$ cat src/rtl/risar_pkg.sv
package risar_pkg;
  typedef enum logic [2:0] {
    PH_IDLE   = 3'd0,
    PH_COARSE = 3'd1,
    PH_INTEG  = 3'd2,
    PH_FINE   = 3'd3,
    PH_DONE   = 3'd4
  } phase_e;
endpackage

$ cat src/rtl/risar_search.sv
module risar_search #(
  parameter int W = 8
) (
  input  logic         clk,
  input  logic         rst_n,
  input  logic         load,
  input  logic         step,
  input  logic         decide,
  output logic [W-1:0] trial,
  output logic [W-1:0] result,
  output logic         fin
);
  localparam logic [W-1:0] TOP_BIT = {1'b1, {(W-1){1'b0}}};

  logic [W-1:0] trial_q, trial_d;
  logic [W-1:0] mask_q, mask_d;

  always_comb begin
    trial_d = trial_q;
    mask_d  = mask_q;
    result  = decide ? trial_q : (trial_q & ~mask_q);
    if (load) begin
      trial_d = TOP_BIT;
      mask_d  = TOP_BIT;
    end else if (step) begin
      mask_d  = mask_q >> 1;
      trial_d = result | (mask_q >> 1);
    end
  end

  assign fin   = step & mask_q[0];
  assign trial = trial_q;

  always_ff @(posedge clk or negedge rst_n) begin
    if (!rst_n) begin
      trial_q <= '0;
      mask_q  <= '0;
    end else if (load || step) begin
      trial_q <= trial_d;
      mask_q  <= mask_d;
    end
  end

  // only one bit is ever under trial
  a_r3_single_trial_bit: assert property (@(posedge clk) disable iff (!rst_n)
    $onehot0(mask_q));
  // a high decision keeps the bit just tried
  a_r3_keep_on_high: assert property (@(posedge clk) disable iff (!rst_n)
    (step && decide && !load) |=> ((trial_q & $past(mask_q)) == $past(mask_q)));
  // a low decision clears the bit just tried
  a_r3_clear_on_low: assert property (@(posedge clk) disable iff (!rst_n)
    (step && !decide && !load) |=> ((trial_q & $past(mask_q)) == '0));
endmodule

$ cat src/rtl/risar_integ.sv
module risar_integ #(
  parameter int LOG2N = 5
) (
  input  logic             clk,
  input  logic             rst_n,
  input  logic             load,
  input  logic             step,
  input  logic             bit_in,
  output logic [(1<<LOG2N)-1:0] bits,
  output logic             last
);
  localparam int N = 1 << LOG2N;
  localparam logic [LOG2N-1:0] CNT_END = LOG2N'(N - 1);

  logic [LOG2N-1:0] cnt_q, cnt_d;
  logic [N-1:0]     bits_q, bits_d;

  always_comb begin
    cnt_d  = cnt_q;
    bits_d = bits_q;
    if (load) begin
      cnt_d  = '0;
      bits_d = '0;
    end else if (step) begin
      bits_d[cnt_q] = bit_in;
      cnt_d         = cnt_q + 1'b1;
    end
  end

  assign last = step & (cnt_q == CNT_END);
  assign bits = bits_q;

  always_ff @(posedge clk or negedge rst_n) begin
    if (!rst_n) begin
      cnt_q  <= '0;
      bits_q <= '0;
    end else if (load || step) begin
      cnt_q  <= cnt_d;
      bits_q <= bits_d;
    end
  end

  // the phase starts with an empty bit record
  a_r4_clear_on_entry: assert property (@(posedge clk) disable iff (!rst_n)
    load |=> (bits_q == '0));
  // each strobe alters at most one recorded bit
  a_r4_one_bit_per_strobe: assert property (@(posedge clk) disable iff (!rst_n)
    (step && !load) |=> ($countones(bits_q ^ $past(bits_q)) <= 1));
  // count only moves on a strobe
  a_r4_count_waits: assert property (@(posedge clk) disable iff (!rst_n)
    (!step && !load) |=> $stable(cnt_q));
endmodule

$ cat src/rtl/risar_seq.sv
module risar_seq
  import risar_pkg::*;
#(
  parameter int CODE_W    = 8,
  parameter int INTEG_LOG = 5
) (
  input  logic                      clk,
  input  logic                      rst_n,
  input  logic                      start,
  input  logic                      cal_mode,
  input  logic [CODE_W-1:0]         cal_code_a,
  input  logic [CODE_W-1:0]         cal_code_b,
  input  logic                      cmp_valid,
  input  logic                      cmp_high,
  output logic [CODE_W-1:0]         dac_trial,
  output logic [CODE_W-1:0]         dac_est_code,
  output logic [CODE_W-1:0]         dac_in_code,
  output logic                      dac_use_code,
  output logic [2:0]                phase,
  output logic                      busy,
  output logic                      done,
  output logic [CODE_W-1:0]         coarse_q,
  output logic [CODE_W-1:0]         fine_q,
  output logic [(1<<INTEG_LOG)-1:0] dsm_q
);
  localparam logic [CODE_W-1:0] TOP_BIT = {1'b1, {(CODE_W-1){1'b0}}};

  phase_e state_q, state_d;
  logic              mode_q;
  logic [CODE_W-1:0] code_a_q;
  logic [CODE_W-1:0] coarse_r, fine_r;

  logic accept, in_search, in_integ;
  logic sar_load, sar_step, sar_fin;
  logic int_load, int_step, int_last;
  logic [CODE_W-1:0] sar_trial, sar_res;

  assign accept    = (state_q == PH_IDLE) && start;
  assign in_search = (state_q == PH_COARSE) || (state_q == PH_FINE);
  assign in_integ  = (state_q == PH_INTEG);

  assign sar_step = cmp_valid && in_search;
  assign int_step = cmp_valid && in_integ;
  assign sar_load = (accept && !cal_mode) || int_last;
  assign int_load = ((state_q == PH_COARSE) && sar_fin) || (accept && cal_mode);

  risar_search #(.W(CODE_W)) i_search (
    .clk    (clk),
    .rst_n  (rst_n),
    .load   (sar_load),
    .step   (sar_step),
    .decide (cmp_high),
    .trial  (sar_trial),
    .result (sar_res),
    .fin    (sar_fin)
  );

  risar_integ #(.LOG2N(INTEG_LOG)) i_integ (
    .clk    (clk),
    .rst_n  (rst_n),
    .load   (int_load),
    .step   (int_step),
    .bit_in (cmp_high),
    .bits   (dsm_q),
    .last   (int_last)
  );

  always_comb begin
    state_d = state_q;
    unique case (state_q)
      PH_IDLE:   if (accept)   state_d = cal_mode ? PH_INTEG : PH_COARSE;
      PH_COARSE: if (sar_fin)  state_d = PH_INTEG;
      PH_INTEG:  if (int_last) state_d = PH_FINE;
      PH_FINE:   if (sar_fin)  state_d = PH_DONE;
      PH_DONE:                 state_d = PH_IDLE;
      default:                 state_d = PH_IDLE;
    endcase
  end

  always_ff @(posedge clk or negedge rst_n) begin
    if (!rst_n) begin
      state_q <= PH_IDLE;
    end else begin
      state_q <= state_d;
    end
  end

  always_ff @(posedge clk or negedge rst_n) begin
    if (!rst_n) begin
      mode_q   <= 1'b0;
      code_a_q <= '0;
    end else if (accept) begin
      mode_q   <= cal_mode;
      code_a_q <= cal_code_a;
    end
  end

  always_ff @(posedge clk or negedge rst_n) begin
    if (!rst_n) begin
      coarse_r <= '0;
    end else if (accept && cal_mode) begin
      coarse_r <= cal_code_b;
    end else if ((state_q == PH_COARSE) && sar_fin) begin
      coarse_r <= sar_res;
    end
  end

  always_ff @(posedge clk or negedge rst_n) begin
    if (!rst_n) begin
      fine_r <= '0;
    end else if ((state_q == PH_FINE) && sar_fin) begin
      fine_r <= sar_res;
    end
  end

  assign dac_trial    = in_search ? sar_trial : '0;
  assign dac_est_code = in_integ ? coarse_r : '0;
  assign dac_in_code  = (in_integ && mode_q) ? code_a_q : '0;
  assign dac_use_code = in_integ && mode_q;
  assign phase        = state_q;
  assign busy         = (state_q != PH_IDLE);
  assign done         = (state_q == PH_DONE);
  assign coarse_q     = coarse_r;
  assign fine_q       = fine_r;

  // completion strobe lasts a single cycle
  a_r8_done_single: assert property (@(posedge clk) disable iff (!rst_n)
    done |=> !done);
  // the estimate stays fixed for the whole integration phase
  a_r5_est_hold: assert property (@(posedge clk) disable iff (!rst_n)
    (in_integ && $past(in_integ)) |-> $stable(dac_est_code));
  // a start while busy leaves the latched mode alone
  a_r9_busy_start_ignored: assert property (@(posedge clk) disable iff (!rst_n)
    (busy && start) |=> $stable(mode_q));
  // calibration goes straight to integration
  a_r7_cal_skips_coarse: assert property (@(posedge clk) disable iff (!rst_n)
    (accept && cal_mode) |=> (state_q == PH_INTEG));
  // the fine search opens from the top bit after the last loop bit
  a_r6_fine_opens_top: assert property (@(posedge clk) disable iff (!rst_n)
    int_last |=> ((state_q == PH_FINE) && (dac_trial == TOP_BIT)));
  // results hold while idle
  a_r8_results_hold: assert property (@(posedge clk) disable iff (!rst_n)
    ((state_q == PH_IDLE) && $past(state_q == PH_IDLE)) |-> ($stable(fine_q) && $stable(dsm_q)));
endmodule

$ cat config.mk
export PLATFORM = sky130hd
export DESIGN_NAME = risar_seq
export DESIGN_NICKNAME = d
export VERILOG_FILES = /design/src/rtl/risar_pkg.sv /design/src/rtl/risar_search.sv /design/src/rtl/risar_integ.sv /design/src/rtl/risar_seq.sv
export SDC_FILE = /design/constraint.sdc
export NUM_CORES = 1
export LEC_CHECK = 0
export BUFFER_PORTS_ARGS = -buffer_cell sky130_fd_sc_hd__buf_2
export CORE_ASPECT_RATIO = 0.5
export CORE_UTILIZATION = 45
export DETAILED_ROUTE_END_ITERATION = 12
export PLACE_DENSITY = 0.72
export SETUP_SLACK_MARGIN = 0.1
export SKIP_LAST_GASP = 1
export SYNTH_ARGS = -nofsm -noshare
export SYNTH_HDL_FRONTEND = slang
export SYNTH_HIERARCHICAL = 1
export SYNTH_SLANG_ARGS = --single-unit
$ cat constraint.sdc
create_clock -name clk -period 2.7 [get_ports clk]
set_input_delay 0.135 -clock clk [delete_from_list [all_inputs] [get_ports clk]]
set_output_delay 0.135 -clock clk [all_outputs]
set_load 0.05 [all_outputs]
Word-level counts from Yosys, hierarchy flattened
Cells that the tools add are included.
- register bits: 81
- bits in latches: 0
- RAM bits: 0
- bits in read-only memories: 0
- bits of input ports: 22
- output and inout bits: 78
- logic and storage cells: 72
- memories: 0
- add/subtract/negate cells: 1
- multiply operators: 0
- divide/modulo/power cells: 0
- magnitude comparators: 2
- eq/ne operators: 9
- shifts and indexed selects: 0
- multiplexer cells: 23
- bitwise logic cells: 5
- reduce and logical (&&, ||, !) cells: 23
- operators with widths (cell ; count):
    2-to-1 mux 8 bit ; 10
    2-to-1 mux 32 bit ; 2
    bitwise mux 32 bit ; 1
    2-to-1 mux 3 bit ; 4
    one-hot mux 3 bit (4 select lines) ; 1
    2-to-1 mux 5 bit ; 2
    logical AND 1 bit ; 9
    bitwise AND 8 bit ; 1
    NOT 8 bit ; 1
    bitwise OR 8 x 7 -> 8 bit ; 1
    equality test 3 x 2 -> 1 bit (second input constant) ; 2
    < comparator 5 x 6 -> 1 bit (second input constant) ; 1
    inequality test 2 bit (second input constant) ; 3
    nonzero test 2 bit ; 3
    adder 5 x 1 -> 5 bit (second input constant) ; 1
    demux 1 bit (select 5 bit) ; 1
    equality test 5 bit (second input constant) ; 1
    >= comparator 5 x 1 -> 1 bit (second input constant) ; 1
    logical OR 1 bit ; 5
    AND reduction 2 bit ; 2
    AND reduction 4 bit ; 1
    equality test 3 x 1 -> 1 bit (second input constant) ; 1
    equality test 3 bit (second input constant) ; 1
    zero test 3 bit ; 1
    other kinds (6) ; 7

Longest topological paths before layout
Gate-level depths: netlist of the first run.
- depth after elaboration: 8
- gate-level depth with buffers: 14
- gate-level depth less buffers: 8

Hierarchy
Netlist of the first run, hierarchy kept.
- by module, submodules not included (module ; instances ; cells an instance ; area each (µm²) ; sequential area each (µm²)):
    risar_integ ; 1 ; 181 ; 1923.1 ; 925.9
    risar_seq ; 1 ; 114 ; 1413.9 ; 700.7
    risar_search ; 1 ; 71 ; 778.2 ; 400.4

Worst setup path before layout of the first run
No wires, ideal clock.
- kind: register -> register
- start: reg state_q[0], in the netlist phase[0]
- end: reg i_integ.bits_q[0], in the netlist i_integ/bits[0]
- library setup time: 79 ps
- arrival time: 2839 ps
- data required time: 2621 ps
- setup slack: -218 ps
- cell stages (with the launch flop): 15
- path buffers: 6
- period minus slack after synthesis: 2918 ps
- path through: dfrtp_1 -> buf_6 -> nor2b_1 -> clkbuf_2 -> and2_1 -> buf_4 -> and2_1 -> and4bb_2 -> buf_2 -> a21oi_4 -> inv_1 -> buf_2 -> nand2b_1 -> buf_2 -> mux2i_1
- cells in the longest elaborated chain, start to end: 8
- elaborated cells between the ends (all ways): 16
- classes of those cells: eq/ne (3); mux (1); bitwise (1); reduce/logical (11)
- ends and longest elaborated chain (element ; line ; source):
    start, declared ; risar_seq.sv:28 ; phase_e state_q, state_d;
    start signal, assigned ; risar_seq.sv:84 ; state_q <= state_d;
    equality test 3 x 1 -> 1 bit / equality test 3 x 2 -> 1 bit (equally long branches) ; risar_seq.sv:39 ; assign in_search = (state_q == PH_COARSE) || (state_q == PH_FINE);
    logical OR 1 bit * ; risar_seq.sv:39 ;
    logical AND 1 bit * ; risar_seq.sv:42 ; assign sar_step = cmp_valid && in_search;
    net sar_step ; risar_seq.sv:34 ; logic sar_load, sar_step, sar_fin;
    bitwise AND 1 bit * ; risar_search.sv:31 ; assign fin = step & mask_q[0];
    net sar_fin ; risar_seq.sv:34 ;
    logical AND 1 bit * ; risar_seq.sv:45 ; assign int_load = ((state_q == PH_COARSE) && sar_fin) || (accept && cal_mode);
    logical OR 1 bit * ; risar_seq.sv:45 ;
    net int_load ; risar_seq.sv:35 ; logic int_load, int_step, int_last;
    nonzero test 2 bit (no source line) / logical OR 1 bit (equally long branches) ; n/a ;
    AND reduction 2 bit (no source line) ; n/a ;
    end signal, assigned ; risar_integ.sv:39 ; bits_q <= bits_d;
    end, declared ; risar_integ.sv:16 ; logic [N-1:0] bits_q, bits_d;
The timed path passes the listed nets; every way through them passes the cells marked *.
A chain may end at the register's enable or synchronous reset.

Worst setup path after layout of the first run
- start: reg state_q[0], in the netlist phase[0]
- end: reg i_integ.bits_q[13], in the netlist i_integ/bits[13]
Same word-level chain as after synthesis.

==> results of run 1 <==
## cells in the final DEF, fill, tap and decap left out, types with 10 or more instances in the layout
| master | instances |
|---|---|
| a21oi_1 | 15 |
| and2_1 | 22 |
| and3_1 | 10 |
| buf_2 | 98 |
| dfrtp_1 | 79 |
| mux2_2 | 17 |
| mux2i_1 | 34 |
| nand2_1 | 38 |
| nand2b_1 | 39 |
## metal layers
layer,up-vias,GRT usage,wire (um),share of wire
met5,-,0,0,0
met4,0,0.0647,105,0.012
met3,10,0.0475,434,0.049
met2,66,0.324,4200,0.47
met1,1443,0.262,4150,0.47
li1,1437,-,-,-
## through the flow
step	worst slack, ns	util	hold WS [ns]	total power [mW]	instances
2_1_floorplan	0.102	-	-0.161	3.94	366
3_3_place_gp	0.501	0.532	0.261	4.47	563
3_5_place_dp	0.415	0.532	0.264	4.50	563
4_1_cts	0.404	0.568	0.0142	5.77	580
5_1_grt	0.262	0.568	0.0224	6.03	580
6_report	0.402	0.568	0.0282	5.70	580
## worst min-delay path by stage
stage	from	to	slack [ns]
floorplan	rst_n	coarse_q[0]$_DFFE_PN0P_	-0.16
global placement	rst_n	i_integ/bits[22]$_DFFE_PN0P_	0.26
detailed placement	rst_n	i_integ/bits[21]$_DFFE_PN0P_	0.26
CTS	cal_code_a[3]	code_a_q[3]$_DFFE_PN0N_	0.01
global route	cal_code_a[3]	code_a_q[3]$_DFFE_PN0N_	0.02
finish	cal_code_a[3]	code_a_q[3]$_DFFE_PN0N_	0.03
## power groups by stage
stage / clock network [mW] / logic (mW) / registers, mW
after floorplan: 0 / 1.48 / 2.46
after global routing: 1.32 / 2.70 / 2.01
final: 1.24 / 2.52 / 1.95
after CTS: 1.28 / 2.55 / 1.95
after detailed placement: 0 / 2.53 / 1.96
after global placement: 0 / 2.50 / 1.96
## layout make-up
| cell class | count | area share |
|---|---|---|
| clock inverters | 5 | 0.0108 |
| flip-flops and latches | 81 | 0.406 |
| well taps | 117 | 0.0293 |
| clock buffers | 11 | 0.0506 |
| inverters | 7 | 0.00526 |
| multi-input cells | 251 | 0.384 |
| repair buffers | 108 | 0.114 |
## flip-flops by register name (all words and copies together) (netlist names)
name	count
i_integ/bits	32
i_integ/cnt_q	5
coarse_q	8
i_search/mask_q	8
mode_q	1
code_a_q	8
fine_q	8
phase	3
i_search/trial	8
## timing repair
action                                 CTS  global route
endpoints found under the hold margin   58             0
buffers inserted                         0             0
hold buffers                             1             0
## kinds of logic (layout without fill, tap and decap cells)
kind of cell,after synthesis,in the layout,share of synthesized area
buf+inv,34,131,0.0453
mux,51,51,0.129
flops,81,81,0.493
simple gates,145,145,0.213
xor+xnor,4,4,0.00851
fa+ha+maj,6,6,0.0182
compound gates,45,45,0.0930
==> results.ini, run 1 <==
[run]
drv_cap=0

[finish]
fin_nets=486
nFillCells=790
multi_input_area_mm2=0.00192
drive_gt1_frac=0.367
synthToLayoutAreaGrowth_pct=21.4
register_area_mm2=0.00203
fin_area_mm2=0.00500
antenna_cells=0

[critical_path]
critPathCapture=i_integ/bits[13]$_DFFE_PN0P_
path_depth=9
reg2reg_to=i_integ/bits[13]$_DFFE_PN0P_
crit_family=simple AND/OR/NAND/NOR gates
cpPeakStageDelay_ns=0.48
ff2ff_path_depth=9
critPathLaunch=phase[0]$_DFFE_PN0P_
cp.required_ns=2.95
reg2reg_from=phase[0]$_DFFE_PN0P_
critical_path.cell_chain=nor2b_1 -> and2_4 -> and2_4 -> and4bb_2 -> a21oi_4 -> inv_2 -> buf_4 -> nand2b_1 -> mux2i_1
cp_slowest_cell=dfrtp_2
path_buf_inv=2
critical_path.startpoint_type=register
end_kind=register
critPathArrivalTime_ns=2.55
worstPathMaxFanout=37
crit_type=reg2reg
rrSetupSlack_ns=0.40
crit_top_cell=and2_4

[routing]
wl_per_cell_um=15.3
vias_per_cell=5.10
wirelength_um=8880
vias=2956
detail-route-antenna-nets=0
drc_errors=0
drt_pass1_iterations=4
drt_iter0_drc=266

[logic_synthesis]
synthesis.nets=394
synth_area_mm2=0.00412
netlist_instances=366
synth_ff_type=dfrtp_1
async_reset_ff_frac=1.00
syn_area_per_cell_um2=11.2
netlist.area_leader.share=0.493
synthTopCellsByArea=dfrtp_1, mux2i_1, nand2b_1
synth_top_area_cell=dfrtp_1
yosysMostFrequentCell=dfrtp_1
yosysUniqueCellTypes=40
synth_common_cells=dfrtp_1, nand2b_1, nand2_1
yosysSeqAreaShare=0.493
synth_edf_count=0
yosys_warnings=6
ys_ff_latch=81

[grt]
grt_max_degree=61
grt_pass1_wl_um=14700
grt.total_usage=0.200
overflow=0
grt_pass1_vias=2996
grt_antenna_before_repair=0

[timing]
worst_pin_slew_ns=0.774
hold_viol_final=0
setup_tns_ns=0
finalSetupViolations=0
fin_crit_ns=2.30
timing.slew.headroom=0.484
finalClockSkew_ns=0.00368
fmax_ghz=0.435
drv_slew=0
grt_setup_unrepaired=false
finalCritPeriodShare=0.851

[place]
place_congestion=0.771
post-dp-hpwl_um=6030
dpl_cell_area_mm2=0.00468
io_buffers=99

[power]
swShare=0.452
ir_drop_uv=618
pwr-share-seq=0.341
leakage_nw=2.70
p_switching_mw=2.58
powerDensity_mw_per_mm2=1140
combPwrFrac=0.442
p_int_mw=3.12
pwr-share-clk=0.217

[clock_network]
cts.sinks=81
cts_tree=yes
htree_levels=3
root_buffer=clkbuf_16
ctsResizeCount=0
clockBufferDepth=2
cts_buffers=9
clk_pin_slew_ns=0.06
worstSkewPairLatency_ns=0.34

[floorplan]
coreArea_mm2=0.00880
fp.dieArea_mm2=0.00955
top_level_ports=100
die_width_um=137
start_util=0.468
std_cell_rows=24
die_h_um=69.6

[worst_hold_path]
holdPathStages=2
hold_path.class=in2reg

[outcome]
outcome=completed

Note: power is estimated with default switching activity, not from simulation.
==> run 2, diff against run 1 <==
GPL_TIMING_DRIVEN = 0   (was unset)
clock period = 1.9 ns   (was 2.7 ns; I/O delays follow)
==> results.ini, run 2 (synthesis gave the netlist of run 1 again) <==
[critical_path]
critical_path.startpoint_type=register
worstPathMaxFanout=8
rrSetupSlack_ns=-0.42
cp.required_ns=2.16
end_kind=register
crit_type=reg2reg
critPathArrivalTime_ns=2.59

[grt]
grtUsageMet2=0.402
grt_pass1_wl_um=18100
top_usage_layer=met2
grt.total_usage=0.250
overflow=0
grt_pass1_vias=3451
grt.met1_usage=0.335
grt_max_degree=55
grt_antenna_before_repair=0
grt_util_met3=0.0570

[floorplan]
std_cell_rows=24
die_h_um=69.6
die_width_um=137
top_level_ports=100
start_util=0.468
coreArea_mm2=0.00880
fp.dieArea_mm2=0.00955

[clock_network]
worstSkewPairLatency_ns=0.35
root_buffer=clkbuf_16
cts_tree=yes
htree_levels=3
cts_buffers=9
clockBufferDepth=2
clk_pin_slew_ns=0.07
cts.sinks=81

[finish]
drive_gt1_frac=0.525
largest_register_ff_count=32
antenna_cells=0
final_common_cell=buf_2
layout_common_cells=buf_2, dfrtp_1, nand2_1, nand2b_1, mux2i_1
register_area_mm2=0.00203
multi_input_area_mm2=0.00223
postLayoutCoreUtil=0.714
fin_nets=560
synthToLayoutAreaGrowth_pct=52.8
nFillCells=602

[timing]
finalCritPeriodShare=1.22
finalSetupViolations=92
timing.slew.headroom=0.709
finalClockSkew_ns=0.0127
hold_viol_final=0
drv_slew=0
grt_setup_unrepaired=true
worst_pin_slew_ns=0.437
postLayoutSetupSlackWorst_ns=-0.423
fin_crit_ns=2.32
fmax_ghz=0.430

[outcome]
outcome=complete, but fails checks
violations=setup timing

[place]
post-dp-hpwl_um=6450
place_congestion=0.795
io_buffers=99
dp_worst_setup_slack_ns=-0.916

[power]
ir_drop_uv=964
leakage_nw=3.25
powerDensity_mw_per_mm2=1580

[worst_hold_path]
hold_path.class=in2reg

[routing]
vias=3492
drt_pass1_iterations=4
drc_errors=0
wl_per_cell_um=18.8
vias_per_cell=5.34
wirelength_um=12300
drt_iter0_drc=298
detail-route-antenna-nets=0

[run]
drv_cap=0

-- run 2: cell types whose count changed in the layout (fill, tap and decap cells not counted), sizes merged --
cell	change
inv	+3
clkinv	-4
dlygate4sd3	+8
buf	+57
bufinv	+2
nand3	+1
clkbuf	+6
clkinvlp	+1
-- run 2: final timing paths --
path	from	end	depth (start not counted)
setup / recovery	phase[0]$_DFFE_PN0P_	i_integ/bits[2]$_DFFE_PN0P_	13
hold / removal	cal_code_b[0]	coarse_q[0]$_DFFE_PN0P_	3
setup reg to reg	phase[0]$_DFFE_PN0P_	i_integ/bits[2]$_DFFE_PN0P_	13
hold reg to reg	fine_q[1]$_DFFE_PN0P_	fine_q[1]$_DFFE_PN0P_	1
min in group asynchronous	rst_n	i_integ/bits[26]$_DFFE_PN0P_	2
max in group asynchronous	rst_n	phase[2]$_DFFE_PN0P_	3
-- run 2: final cells by class --
type	instances	area share
multi-input combinational	252	0.354
sequential	81	0.323
timing repair buffer	155	0.198
buffer	26	0.0422
clock buffer	9	0.0358
tap	117	0.0233
clock inverter	7	0.0197
inverter	7	0.00418
-- run 2: timing repair --
item                                   CTS  global route
pin swaps                                3            11
gates resized for setup                 87            71
endpoints found under the hold margin   35             0
hold buffers                             9             0
cloned                                   3             4
setup endpoints to repair               98           105
buffers inserted                        20            20
-- run 2: metal layers --
| metal | vias to the layer above | wire length (um) |
|---|---|---|
| li1 | 1590 | - |
| met1 | 1734 | 5220 |
| met2 | 137 | 6060 |
| met3 | 31 | 717 |
| met4 | 0 | 308 |
| met5 | - | 0 |
-- run 2: stage by stage --
stage	std cells	TNS, ns	power [mW]	hold slack [ns]	instance area, um^2
2_1_floorplan	366	-33.14	5.65	-0.201	4220
3_3_place_gp	582	-46.53	6.51	0.329	4860
3_5_place_dp	583	-48.77	6.59	0.0461	4890
4_1_cts	631	-21.65	9.33	0.0620	5810
5_1_grt	654	-28.05	10.3	0.0878	6290
6_report	654	-24.05	9.94	0.0957	6290
-- run 2: critical path, stage by stage, from the launching register on --
cell	delay [ns]
dfrtp_2	0.41
buf_6	0.12
nor2b_4	0.12
and2_4	0.14
buf_8	0.11
and2_4	0.15
and4bb_2	0.23
buf_6	0.12
a21oi_4	0.12
inv_2	0.06
buf_6	0.13
nand2b_4	0.20
buf_6	0.16
mux2i_2	0.15
-- run 2: report_power, final --
part	switching, mW	internal [mW]	leakage, nW
sequential	0.519	2.26	1.07
combinational	3.03	2.06	2.01
clock	0.772	1.30	0.167
total	4.32	5.62	3.25
==> run 3, diff against run 2 <==
REMOVE_ABC_BUFFERS = 1   (was unset)
==> results.ini, run 3 (synthesis gave the netlist of run 1 again) <==
[clock_network]
cts_tree=yes
clockBufferDepth=2
worstSkewPairLatency_ns=0.34
clk_pin_slew_ns=0.06
cts.sinks=81
htree_levels=3
root_buffer=clkbuf_16
cts_buffers=9

[critical_path]
crit_family=simple AND/OR/NAND/NOR gates
crit_type=reg2reg
end_kind=register
cp.required_ns=2.16
critical_path.startpoint_type=register
path_buf_inv=3
critPathArrivalTime_ns=2.35
worstPathMaxFanout=7
cp_slowest_cell=dfrtp_2
critical_path.cell_chain=nor2b_4 -> and2_4 -> and2_4 -> and4bb_4 -> a21oi_4 -> buf_6 -> clkinvlp_4 -> buf_6 -> nand2b_4 -> mux2i_1
cpPeakStageDelay_ns=0.44

[routing]
vias_per_cell=5.42
drt_iter0_drc=227
wl_per_cell_um=18.9
detail-route-antenna-nets=0
drt_pass1_iterations=4
drc_errors=0
vias=3385
wirelength_um=11800

[floorplan]
std_cell_rows=24
fp.dieArea_mm2=0.00955
die_width_um=137
top_level_ports=100
coreArea_mm2=0.00880
die_h_um=69.6
start_util=0.468

[place]
place_congestion=0.740
io_buffers=99
post-dp-hpwl_um=6010

[finish]
final_common_cell=buf_2
synthToLayoutAreaGrowth_pct=43.5
layout_common_cells=buf_2, dfrtp_1, nand2_1, mux2i_1, nand2b_1
fin_nets=531
largest_register_ff_count=32
antenna_cells=0
drive_gt1_frac=0.497

[grt]
grt_max_degree=53
grt.met1_usage=0.320
grt.total_usage=0.243
grt_antenna_before_repair=0
grt_util_met3=0.0519
overflow=0
grt_pass1_vias=3358
grtUsageMet2=0.395
top_usage_layer=met2
grt_pass1_wl_um=17700

[power]
leakage_nw=3.01
powerDensity_mw_per_mm2=1570
ir_drop_uv=915
p_total_mw=9.28

[timing]
finalSetupViolations=78
fin_crit_ns=2.09
timing.slew.headroom=0.446
drv_slew=0
grt_setup_unrepaired=true
setup_tns_ns=-7.45
fmax_ghz=0.478
finalCritPeriodShare=1.10
hold_viol_final=0
postLayoutSetupSlackWorst_ns=-0.190
worst_pin_slew_ns=0.830
finalClockSkew_ns=0.00455

[run]
drv_cap=0

[outcome]
violations=setup timing
outcome=complete, but fails checks

[worst_hold_path]
hold_path.class=in2reg

==> run 3: layer usage <==
| layer | vias up | wire [um] | part of all wire |
|---|---|---|---|
| met4 | 0 | 306 | 0.026 |
| li1 | 1534 | - | - |
| met1 | 1708 | 4980 | 0.42 |
| met5 | - | 0 | 0 |
| met2 | 112 | 5820 | 0.49 |
| met3 | 31 | 680 | 0.058 |
==> run 3: area by class of cell <==
type	instances	area, um^2
Clock buffer	13	280
Clock inverter	2	35.0
Fill cell	609	2890
Inverter	7	30.0
Multi-Input combinational cell	255	2210
Sequential cell	81	2030
Tap cell	117	146
Timing Repair Buffer	148	1170
Timing Repair inverter	1	7.51
==> run 3: timing repair <==
| item | CTS | global route |
|---|---|---|
| endpoints found under the hold margin | 37 | 0 |
| gates resized for setup | 107 | 33 |
| endpoints found under the setup margin | 106 | 96 |
| pin swaps | 7 | 5 |
| cloned | 6 | 2 |
| setup buffers | 29 | 7 |
| hold buffers | 9 | 0 |
==> run 3: worst paths after layout <==
kind	startpoint	to	slack, ns	depth (start not counted)
max	phase[0]$_DFFE_PN0P_	i_integ/bits[2]$_DFFE_PN0P_	-0.19	10
min	start	phase[0]$_DFFE_PN0P_	0.10	3
min in group asynchronous	rst_n	i_search/trial[3]$_DFFE_PN0P_	0.24	2
min reg2reg	fine_q[0]$_DFFE_PN0P_	fine_q[0]$_DFFE_PN0P_	0.51	1
max reg2reg	phase[0]$_DFFE_PN0P_	i_integ/bits[2]$_DFFE_PN0P_	-0.19	10
max in group asynchronous	rst_n	phase[0]$_DFFE_PN0P_	1.05	3
==> run 3: metrics by stage <==
step / cell area [um^2] / setup slack, ns / hold WS, ns / util / instances
after floorplan: 3960 / -1.86 / -0.201 / - / 339
after global placement: 4600 / -2.95 / 0.328 / 0.522 / 555
after detailed placement: 4630 / -2.99 / 0.0540 / 0.526 / 556
after CTS: 5660 / -0.136 / 0.0588 / 0.643 / 615
after global routing: 5910 / -0.280 / 0.104 / 0.671 / 624
final: 5910 / -0.190 / 0.101 / 0.671 / 624
==> run 3: worst reg2reg max path, stage by stage (launching register included) <==
cell and delay (ns):
dfrtp_2 0.44, nor2b_4 0.15, and2_4 0.14, and2_4 0.16, and4bb_4 0.21, a21oi_4 0.22
buf_6 0.17, clkinvlp_4 0.12, buf_6 0.15, nand2b_4 0.14, mux2i_1 0.12
==> run 3: report_power, final <==
| part | switching [mW] | internal, mW |
|---|---|---|
| registers | 0.593 | 2.26 |
| logic | 2.82 | 1.77 |
| clock network | 0.691 | 1.15 |
